==> config.mk <==
export PLATFORM = sky130hd
export DESIGN_NAME = pred_gate
export DESIGN_NICKNAME = d
export VERILOG_FILES = /design/src/rtl/pred_gate_pkg.sv /design/src/rtl/cond_eval.sv /design/src/rtl/flag_reg.sv /design/src/rtl/pred_gate.sv
export SDC_FILE = /design/constraint.sdc
export NUM_CORES = 1
export LEC_CHECK = 0
export BUFFER_PORTS_ARGS = -buffer_cell sky130_fd_sc_hd__buf_2
export CORE_AREA = 2 2 39 41
export DETAILED_ROUTE_END_ITERATION = 8
export DIE_AREA = 0 0 41 43
export GPL_ROUTABILITY_DRIVEN = 1
export SLEW_MARGIN = 20
export SYNTH_ARGS = -nofsm -noshare
export SYNTH_HDL_FRONTEND = slang
export SYNTH_HIERARCHICAL = 1
export SYNTH_SLANG_ARGS = --single-unit
==> constraint.sdc <==
create_clock -name clk -period 1.6 [get_ports clk]
set_input_delay 0.32 -clock clk [delete_from_list [all_inputs] [get_ports clk]]
set_output_delay 0.32 -clock clk [all_outputs]
set_load 0.01 [all_outputs]
==> src/rtl/pred_gate_pkg.sv <==
package pred_gate_pkg;

    localparam int COND_W = 4;
    localparam int FLAG_W = 4;

    typedef struct packed {
        logic n;
        logic z;
        logic c;
        logic v;
    } flags_t;

    // Pair selector: upper three bits of the condition code.
    // The low bit inverts the sense of the pair.
    typedef enum logic [2:0] {
        PAIR_ZERO  = 3'd0,
        PAIR_CARRY = 3'd1,
        PAIR_NEG   = 3'd2,
        PAIR_OVF   = 3'd3,
        PAIR_UHI   = 3'd4,
        PAIR_SGE   = 3'd5,
        PAIR_SGT   = 3'd6,
        PAIR_ALWAYS= 3'd7
    } cond_pair_e;

endpackage

==> src/rtl/cond_eval.sv <==
module cond_eval
    import pred_gate_pkg::*;
(
    input  logic [COND_W-1:0] cond,
    input  flags_t            flags,
    output logic              pass
);

    cond_pair_e pair;
    logic       base;

    assign pair = cond_pair_e'(cond[COND_W-1:1]);

    always_comb begin
        unique case (pair)
            PAIR_ZERO:   base = flags.z;
            PAIR_CARRY:  base = flags.c;
            PAIR_NEG:    base = flags.n;
            PAIR_OVF:    base = flags.v;
            PAIR_UHI:    base = flags.c & ~flags.z;
            PAIR_SGE:    base = ~(flags.n ^ flags.v);
            PAIR_SGT:    base = ~flags.z & ~(flags.n ^ flags.v);
            PAIR_ALWAYS: base = 1'b1;
        endcase
    end

    // Odd codes take the complement of their even partner.
    // For the last pair this gives always, then never.
    assign pass = cond[0] ? ~base : base;

endmodule

==> src/rtl/flag_reg.sv <==
module flag_reg
    import pred_gate_pkg::*;
#(
    parameter logic [FLAG_W-1:0] RST_VAL = '0
) (
    input  logic   clk,
    input  logic   rst,
    input  logic   wr_en,
    input  flags_t d,
    output flags_t q
);

    always_ff @(posedge clk) begin
        if (rst)
            q <= flags_t'(RST_VAL);
        else if (wr_en)
            q <= d;
    end

endmodule

==> src/rtl/pred_gate.sv <==
module pred_gate
    import pred_gate_pkg::*;
(
    input  logic              clk,
    input  logic              rst,
    input  logic              iss_vld,
    input  logic [COND_W-1:0] iss_cond,
    input  logic              iss_setf,
    input  logic [FLAG_W-1:0] alu_flags,
    output logic              commit,
    output logic              squash,
    output logic [FLAG_W-1:0] flags_q
);

    flags_t cur_flags;
    logic   pass;
    logic   upd;

    cond_eval u_eval (
        .cond  (iss_cond),
        .flags (cur_flags),
        .pass  (pass)
    );

    assign commit = iss_vld & pass;
    assign squash = iss_vld & ~pass;
    assign upd    = commit & iss_setf;

    flag_reg #(.RST_VAL('0)) u_flags (
        .clk   (clk),
        .rst   (rst),
        .wr_en (upd),
        .d     (flags_t'(alu_flags)),
        .q     (cur_flags)
    );

    assign flags_q = cur_flags;


    flags_cleared_chk: assert property (@(posedge clk)
        rst |=> flags_q == '0);


    one_outcome_chk: assert property (@(posedge clk) disable iff (rst)
        iss_vld |-> $countones({commit, squash}) == 1);


    idle_quiet_chk: assert property (@(posedge clk) disable iff (rst)
        !iss_vld |-> !commit && !squash);


    never_code_chk: assert property (@(posedge clk) disable iff (rst)
        (iss_vld && iss_cond == 4'hF) |-> squash);


    always_code_chk: assert property (@(posedge clk) disable iff (rst)
        (iss_vld && iss_cond == 4'hE) |-> commit);


    flag_load_chk: assert property (@(posedge clk) disable iff (rst)
        (commit && iss_setf) |=> flags_q == $past(alu_flags));


    flag_hold_chk: assert property (@(posedge clk) disable iff (rst)
        !(commit && iss_setf) |=> $stable(flags_q));

endmodule

==> results of run 1 <==
## worst min path at each step
stage	slack, ps	cells past startpoint	from	endpoint
after floorplan	380	1	rst	u_flags/q[0]$_SDFFE_PP0P_
after global placement	530	2	rst	u_flags/q[3]$_SDFFE_PP0P_
after detailed placement	530	2	rst	u_flags/q[0]$_SDFFE_PP0P_
after CTS	290	2	rst	u_flags/q[3]$_SDFFE_PP0P_
after global routing	280	2	rst	u_flags/q[0]$_SDFFE_PP0P_
final	290	2	rst	u_flags/q[3]$_SDFFE_PP0P_
## power by group through the flow
stage | combinational [mW] | sequential, mW | clock [mW]
after CTS | 0.0805 | 0.109 | 0.129
after detailed placement | 0.0748 | 0.111 | 0
after global placement | 0.0736 | 0.111 | 0
final | 0.0802 | 0.109 | 0.121
after global routing | 0.0895 | 0.109 | 0.140
after floorplan | 0.0396 | 0.113 | 0
## worst max-delay path: cells and delay by family, from the launching register on
family,cells,cell delay (ps)
AO/OA/AOI/OAI,2,210
XOR/XNOR,1,170
flip-flops,1,320
multiplexers,1,160
buffers and inverters,2,240
AND/OR/NAND/NOR,2,290
## synthesized netlist by cell type
cell,number
dfxtp_1,4
o31ai_1,1
clkbuf_2,1
xor2_1,2
a21oi_1,2
nand2_1,1
mux2i_1,6
and3_2,1
nor2_1,5
o21ai_1,2
inv_1,1
and2b_2,1
and2_2,1
nor3_2,1
## through the flow
| stage | hold slack (ps) | utilization | worst slack (ps) | TNS, ps |
|---|---|---|---|---|
| 3_5_place_dp | 535 | 0.271 | -190 | -1010 |
| 6_report | 295 | 0.297 | -358 | -1090 |
| 2_1_floorplan | 385 | - | -50.7 | -198 |
| 4_1_cts | 288 | 0.297 | -368 | -1100 |
| 3_3_place_gp | 526 | 0.271 | -166 | -866 |
| 5_1_grt | 283 | 0.297 | -481 | -1930 |
## layout by cell type (no fill, tap or decap), drive strengths merged
cell,n
nand2,1
a21oi,2
and2,1
o21ai,2
clkbuf,3
and2b,1
nor3,1
dfxtp,4
o31ai,1
xor2,2
nor2,5
buf,21
mux2i,6
and3,1
inv,1
## area by class of cell
class,count,area (um^2),share of cell area
clock buffers,3,22.5,0.0547
multi-input cells,23,161,0.392
repair buffers,21,121,0.295
flip-flops and latches,4,82.6,0.201
well taps,16,20.0,0.0486
inverters,1,3.75,0.00912
## metal layers
layer,up-vias,track usage
li1,146,-
met1,120,0.0641
met2,12,0.109
met3,0,0.0628
met4,0,0.0800
met5,-,0
## logic make-up after synthesis
family,after synthesis
and+or+nand+nor,10
DFF,4
muxes,6
AOI/OAI and AO/OA,5
buffers and inverters,2
xor gates and xnor gates,2
## what timing repair did
action,CTS,global route
setup endpoints to repair,6,6
buffers inserted,1,0
gates resized for setup,1,0
pin swaps,4,0
==> metrics, run 1 <==
Post-Syn Instances 29; Core Rows 14; Filler Cell Count 161; TritonCTS clock tree yes; fin crit share 1.22; vias per inst 4.09; status finished with violations; Reg power frac 0.350; CTS root buffer clkbuf_4; GPL Wtd Cong between 0.5 and 0.6; Sw Share 0.247; worst path cell trace buf_4 > mux2i_1 > nor3_2 > a21oi_1 > o21ai_1 > xor2_1 > and2b_2 > buf_6; synthesis warning total 6; combinational family with the most area after synthesis multiplexers; register area share after synthesis 0.320; Clock Power Share 0.391; post-synthesis adder-cell area fraction 0; clk sink count 4; Layout Cells excl Fill 68; R2R setup slack -130 ps; mux cell area share after synthesis 0.240; Reg2Reg Capture Point u_flags/q[0]$_SDFFE_PP0P_; max reg flops 4; share of cells above drive strength 1 0.577; Post-Syn Nets 41; Psw 76.7 uW; clock buffer depth 2; Largest stage delay, worst path ~320 ps; Crit. End Element output port; grt total ovfl 0; Hold Path Class in2reg; Final ANT Viol Nets 0; max frequency just over 0.5 GHz; clock slew at reported path FFs around 40 ps; Final Skew about 0.39 ps; first-pass GRT wire length 814 um; Hold Fails Final Rpt 0; WL met1 around 230 um; H-Tree Depth 1; Max-slew headroom 0.886; Routed met2 length between 300 and 400 um; antenna diode count 0; critical path endpoint squash; Final WS setup -358 ps; placed cell areas 375 um^2; post-synthesis xor/xnor area fraction 0.0700; Int Pwr 233 uW; P&R area growth vs syn 64.5%; ranking of synthesized cells by area dfxtp_1, mux2i_1, nor2_1, xor2_1, a21oi_1; Distinct cells, synth 14; Pleak 0.211 nW; Pwr Density 753 nW/um^2; vias 278; Synth Area in Compound Gates 0.110; Comb power frac 0.259; synthesized flop and latch total 4; Hold-fix buffers, CTS 0; Worst Setup Start Kind register; Num CTS Buffers 3; initial antenna violation count 0; dpl cells 64; Max Cap Viol 0; largest net degree at the start of global routing 6; violated checks setup timing; Tot Pwr roughly 310 uW; io pins 18; Initial Util 0.181; RR Startpoint u_flags/q[3]$_SDFFE_PP0P_; Setup Viol. Count Final 6; first-pass iteration count of the detailed router 4; pin slew with the least headroom to its limit 167 ps; crit path time final 1960 ps; die height 43 um; final net count 66; CP arrival 1640 ps; Die X 41 um; Port-buffer cells 17; All-Layer GR Usage 0.0792; fin. max-slew vios 0; core outline area 1380 um^2; Peak VDD IR 194 uV; drt drc 0; slowest CP cell dfxtp_2; met3 routed WL around 74 um; post-layout instance area 412 um^2; Largest regs u_flags/q: 4 flops; Register-to-Register Path Depth 9; Clock Latency Late Sink 230 ps; Die Area between 1500 and 2000 um^2; syn avg cell area approximately 8.6 um^2; WL final 611 um; synthesized cell area 250 um^2; Synth area leader dfxtp_1; top-area cell type share of the netlist area 0.320; top layer used by detailed routing met3; CP max FO 3; Worst EP required 1280 ps; RSZ-0062 raised after global routing yes; Largest Register u_flags/q; post-DR wirelength/cell 8.99 um; Detailed Route Iter0 Violations 3; vias in the first global route 213; simple-gate share of the synthesized area 0.225; crit path launch u_flags/q[3]$_SDFFE_PP0P_; Crit Path Class reg2out
Note: power is estimated with default switching activity, not from simulation.
==> run 2, diff against run 1 <==
--- a/config.mk
+++ b/config.mk
@@ -11,4 +11,5 @@
 export DIE_AREA = 0 0 41 43
 export GPL_ROUTABILITY_DRIVEN = 1
+export REMOVE_ABC_BUFFERS = 1
 export SLEW_MARGIN = 20
 export SYNTH_ARGS = -nofsm -noshare
==> constraint.sdc (replaced) <==
create_clock -name clk -period 1.6 [get_ports clk]
set_input_delay 0.32 -clock clk [delete_from_list [all_inputs] [get_ports clk]]
set_output_delay 0.32 -clock clk [all_outputs]
set_load 0.02 [all_outputs]
==> run 2 against run 1 <==
  * Global-route usage decreased by 0.40 points
  * The flow still finishes with violations (setup timing)
  * Count of clock-buffer cells in the layout stayed put
  * First-iteration DRC count decreased by 100%
  * Critical path type unchanged
==> metrics, run 2 (synthesis results as in run 1) <==
io pins 18 (unchanged); Largest regs u_flags/q: 4 flops (unchanged); post-DR wirelength/cell 8.72 um (was 8.99 um); first-pass GRT wire length 862 um (was 814 um); Hold Fails Final Rpt 0 (unchanged); Die X 41 um (unchanged); grt total ovfl 0 (unchanged); Setup Buffers After CTS 0 (was 1); Die Area 1760 um^2 (unchanged); Crit Path Class reg2out (unchanged); vias 272 (was 278); die height 43 um (unchanged); Hold-fix buffers, CTS 0 (unchanged); vias per inst 4.00 (was 4.09); final net count 66 (unchanged); max reg flops 4 (unchanged); core outline area 1380 um^2 (unchanged); max frequency 0.514 GHz (was 0.511 GHz); drt drc 0 (unchanged); Tot Pwr 322 uW (was 310 uW); Detailed Route Iter0 Violations 0 (was 3); commonest non-fill, non-tap cell in the layout buf_2 (unchanged); Crit. End Element output port (unchanged); Pwr Density 780 nW/um^2 (was 753 nW/um^2); R2R setup slack -100 ps (was -130 ps); clock buffer depth 2 (unchanged); CTS root buffer clkbuf_4 (unchanged); CP arrival 1620 ps (was 1640 ps); pin slew with the least headroom to its limit 217 ps (was 167 ps); fin crit share 1.21 (was 1.22); violated checks setup timing (unchanged); Setup Viol. Count Final 6 (unchanged); Port-buffer cells 17 (unchanged); Initial Util 0.181 (unchanged); crit path time final 1940 ps (was 1960 ps); Pleak 0.211 nW (about the same); TritonCTS clock tree yes (unchanged); Num CTS Buffers 3 (unchanged); largest net degree at the start of global routing 6 (unchanged); fin. max-slew vios 0 (unchanged); final core utilization 0.298 (was 0.297); P&R area growth vs syn 65.0% (was 64.5%); clock slew at reported path FFs 40 ps (about the same); clk sink count 4 (unchanged); H-Tree Depth 1 (unchanged); Max Cap Viol 0 (unchanged); Hold Path Class in2reg (unchanged); vias in the first global route 243 (was 213); Max-slew headroom 0.854 (was 0.886); Core Rows 14 (unchanged); All-Layer GR Usage 0.0752 (was 0.0792); Peak VDD IR 268 uV (was 194 uV); crit path launch u_flags/q[3]$_SDFFE_PP0P_ (unchanged); footprint of the multi-input gates 161 um^2 (unchanged); RSZ-0062 raised after global routing yes (unchanged); Final WS setup -344 ps (was -358 ps); most frequent cells in the layout buf_2, mux2i_1, buf_4, nor2_1 (was buf_2, mux2i_1, nor2_1); Worst EP required 1280 ps (about the same); CP max FO 3 (unchanged); Final ANT Viol Nets 0 (unchanged); Reg area 81.3 um^2 (was 82.6 um^2); Worst Setup Start Kind register (unchanged); Largest Register u_flags/q (unchanged); Worst Hold Launch rst (unchanged); share of cells above drive strength 1 0.558 (was 0.577); antenna diode count 0 (unchanged); status finished with violations (unchanged); first-pass iteration count of the detailed router 1 (was 4); Clock Latency Late Sink 230 ps (about the same); GPL Wtd Cong 0.645 (was 0.582); Filler Cell Count 159 (was 161); RR Startpoint u_flags/q[3]$_SDFFE_PP0P_ (unchanged); Final Skew 0.246 ps (was 0.386 ps); WL final 593 um (was 611 um); initial antenna violation count 0 (unchanged)
## run 2: final timing paths
check / endpoint / cells after the start
setup / recovery: squash / 7
hold / removal: u_flags/q[3]$_SDFFE_PP0P_ / 2
setup reg to reg: u_flags/q[1]$_SDFFE_PP0P_ / 8
hold reg to reg: u_flags/q[3]$_SDFFE_PP0P_ / 3
## run 2: report_power, final
group | internal [mW] | leakage [nW] | switching, mW | total [mW]
combinational | 0.0459 | 0.165 | 0.0432 | 0.0891
clock | 0.0839 | 0.0138 | 0.0408 | 0.125
sequential | 0.105 | 0.0330 | 0.00319 | 0.108
## run 2: cell type report
| class | count | area share |
|---|---|---|
| Clock buffer | 3 | 0.0545 |
| Inverter | 1 | 0.00909 |
| Multi-Input combinational cell | 23 | 0.391 |
| Sequential cell | 4 | 0.197 |
| Tap cell | 16 | 0.0485 |
| Timing Repair Buffer | 21 | 0.300 |
## run 2: worst max-delay path, cell delays in order, from the launching register on
cell and delay, ps:
dfxtp_2 320, xor2_1 170, mux2i_1 130, o21ai_1 70
o21ai_1 140, xor2_1 190, and2b_2 240, buf_6 120
## run 2: repair_timing
action                     4_1_cts  5_1_grt
cloned                           0        0
pin swaps                        3        0
gates resized for setup          4        0
setup endpoints to repair        6        6
## run 2: metal layers
layer,share of wire,up-vias,GRT usage,wire length (um)
li1,-,145,-,-
met4,0,0,0.0800,0
met5,0,-,0,0
met1,0.40,118,0.0737,240
met2,0.53,9,0.116,312
met3,0.067,0,0.0157,40
## run 2: metrics by stage
| stage | instances | TNS (ps) | worst slack (ps) | hold slack [ps] | instance area [um^2] |
|---|---|---|---|---|---|
| after floorplan | 28 | -540 | -99.2 | 392 | 245 |
| after global placement | 65 | -908 | -183 | 540 | 380 |
| after detailed placement | 65 | -996 | -199 | 542 | 380 |
| after CTS | 68 | -1070 | -368 | 285 | 413 |
| after global routing | 68 | -1810 | -480 | 301 | 413 |
| final | 68 | -939 | -344 | 290 | 413 |
==> run 3, diff against run 2 <==
GPL_TIMING_DRIVEN = 0   (was default)
PLACE_DENSITY_LB_ADDON = 0.3   (was default)
==> run 3 against run 2 <==
  * The flow still finishes with violations (setup timing)
  * Design area down 3.3%
  * Combinational power down 3.7%
  * Critical path depth unchanged
  * Via count decreased by 1.8%
  * Die area did not move
  * First-iteration DRC count up 5
  * Fmax shrank 0.41%
  * Non-clock buffer count fell by 2
  * Cell count decreased by 2.9%
  * Sequential share of layout area rose by 0.99 points
  * Power down 1.6%
  * Count of clock-buffer cells in the layout is the same
==> metrics, run 3 (synthesis results as in run 1) <==
final core utilization 0.288 (was 0.298); status finished with violations (unchanged); GPL Wtd Cong 0.608 (was 0.645); first-pass GRT wire length 917 um (was 862 um); RSZ-0062 raised after global routing yes (unchanged); vias per inst 4.05 (was 4.00); WL met1 221 um (was 240 um); fin. max-slew vios 0 (unchanged); clock buffer depth 2 (unchanged); max frequency 0.512 GHz (was 0.514 GHz); grt total ovfl 0 (unchanged); placed cell areas 350 um^2 (was 380 um^2); Filler Cell Count 158 (was 159); Layout Cells excl Fill 66 (was 68); Hold-fix buffers, CTS 0 (unchanged); drt drc 0 (unchanged); Num CTS Buffers 3 (unchanged); share of cells above drive strength 1 0.560 (was 0.558); die height 43 um (unchanged); Largest regs u_flags/q: 4 flops (unchanged); Hold Path Class in2reg (unchanged); Final ANT Viol Nets 0 (unchanged); max reg flops 4 (unchanged); Final Skew 4.51 ps (was 0.246 ps); met3 routed WL 74 um (was 40 um); clock slew at reported path FFs 40 ps (about the same); vias 267 (was 272); Worst Setup Start Kind register (unchanged); P&R area growth vs syn 59.5% (was 65.0%); pin slew with the least headroom to its limit 195 ps (was 217 ps); Detailed Route Iter0 Violations 5 (was 0); Initial Util 0.181 (unchanged); Pleak 0.201 nW (was 0.211 nW); Tot Pwr 317 uW (was 322 uW); vias in the first global route 245 (was 243); Pwr Density 795 nW/um^2 (was 780 nW/um^2); Die X 41 um (unchanged); Die Area 1760 um^2 (unchanged); io pins 18 (unchanged); Hold Worst Slack 296 ps (was 290 ps); Max Cap Viol 0 (unchanged); Routed met2 length 297 um (was 312 um); crit path time final 1950 ps (was 1940 ps); first-pass iteration count of the detailed router 4 (was 1); initial antenna violation count 0 (unchanged); Crit Path Class reg2out (unchanged); H-Tree Depth 1 (unchanged); core outline area 1380 um^2 (unchanged); clk sink count 4 (unchanged); WL final 593 um (unchanged); Setup Viol. Count Final 6 (unchanged); Final WS setup -352 ps (was -344 ps); post-layout instance area 399 um^2 (was 413 um^2); largest net degree at the start of global routing 6 (unchanged); Core Rows 14 (unchanged); Crit. End Element output port (unchanged); CTS root buffer clkbuf_4 (unchanged); commonest non-fill, non-tap cell in the layout buf_2 (unchanged); Hold Fails Final Rpt 0 (unchanged); R2R setup slack -100 ps (about the same); antenna diode count 0 (unchanged); Post-DP HPWL 468 um; footprint of the multi-input gates 161 um^2 (unchanged); All-Layer GR Usage 0.0884 (was 0.0752); Clock Latency Late Sink 230 ps (about the same); Largest Register u_flags/q (unchanged); post-DR wirelength/cell 8.98 um (was 8.72 um); dpl cells 61 (was 65); Port-buffer cells 17 (unchanged); TritonCTS clock tree yes (unchanged); final net count 64 (was 66); Place WS -203 ps (was -199 ps); CP arrival 1630 ps (was 1620 ps); top layer used by detailed routing met3 (unchanged); Max-slew headroom 0.866 (was 0.854); Peak VDD IR 277 uV (was 268 uV); Worst EP required 1280 ps (about the same); fin crit share 1.22 (was 1.21); Final TNS setup -959 ps (was -939 ps); CP max FO 3 (unchanged); most frequent cells in the layout buf_2, mux2i_1, nor2_1 (was buf_2, mux2i_1, buf_4, nor2_1); Reg area 82.6 um^2 (was 81.3 um^2); violated checks setup timing (unchanged)
[run 3: where the power goes]
part / switching, mW / internal [mW]
combinational: 0.0425 / 0.0433
clock: 0.0385 / 0.0837
sequential: 0.00354 / 0.106
total: 0.0846 / 0.233
[run 3: critical path: stages (launching register included)]
cell and delay (ps):
dfxtp_2 320, xor2_1 160, mux2i_1 140, o21ai_1 70, o21ai_1 150, xor2_1 200, and2b_2 240, buf_6 120
[run 3: worst paths after layout]
check | startpoint | end | depth (start not counted)
worst max-delay path | u_flags/q[3]$_SDFFE_PP0P_ | squash | 7
worst min-delay path | rst | u_flags/q[1]$_SDFFE_PP0P_ | 2
worst max register to register | u_flags/q[3]$_SDFFE_PP0P_ | u_flags/q[0]$_SDFFE_PP0P_ | 8
worst min register to register | u_flags/q[1]$_SDFFE_PP0P_ | u_flags/q[1]$_SDFFE_PP0P_ | 2
[run 3: routing by layer]
layer / vias to the layer above / global-route usage
met5: - / 0
met2: 12 / 0.122
met4: 0 / 0.0800
met3: 0 / 0.0838
met1: 112 / 0.0675
li1: 143 / -
[run 3: repair_timing]
action,4_1_cts,5_1_grt
pin swaps,2,0
setup endpoints to repair,6,6
buffers inserted,2,0
resized for setup,5,0
[run 3: final cells by class]
type	count	area share
repair buffers	19	0.273
flip-flops and latches	4	0.207
well taps	16	0.0502
clock buffers	3	0.0564
multi-input cells	23	0.404
inverters	1	0.00940
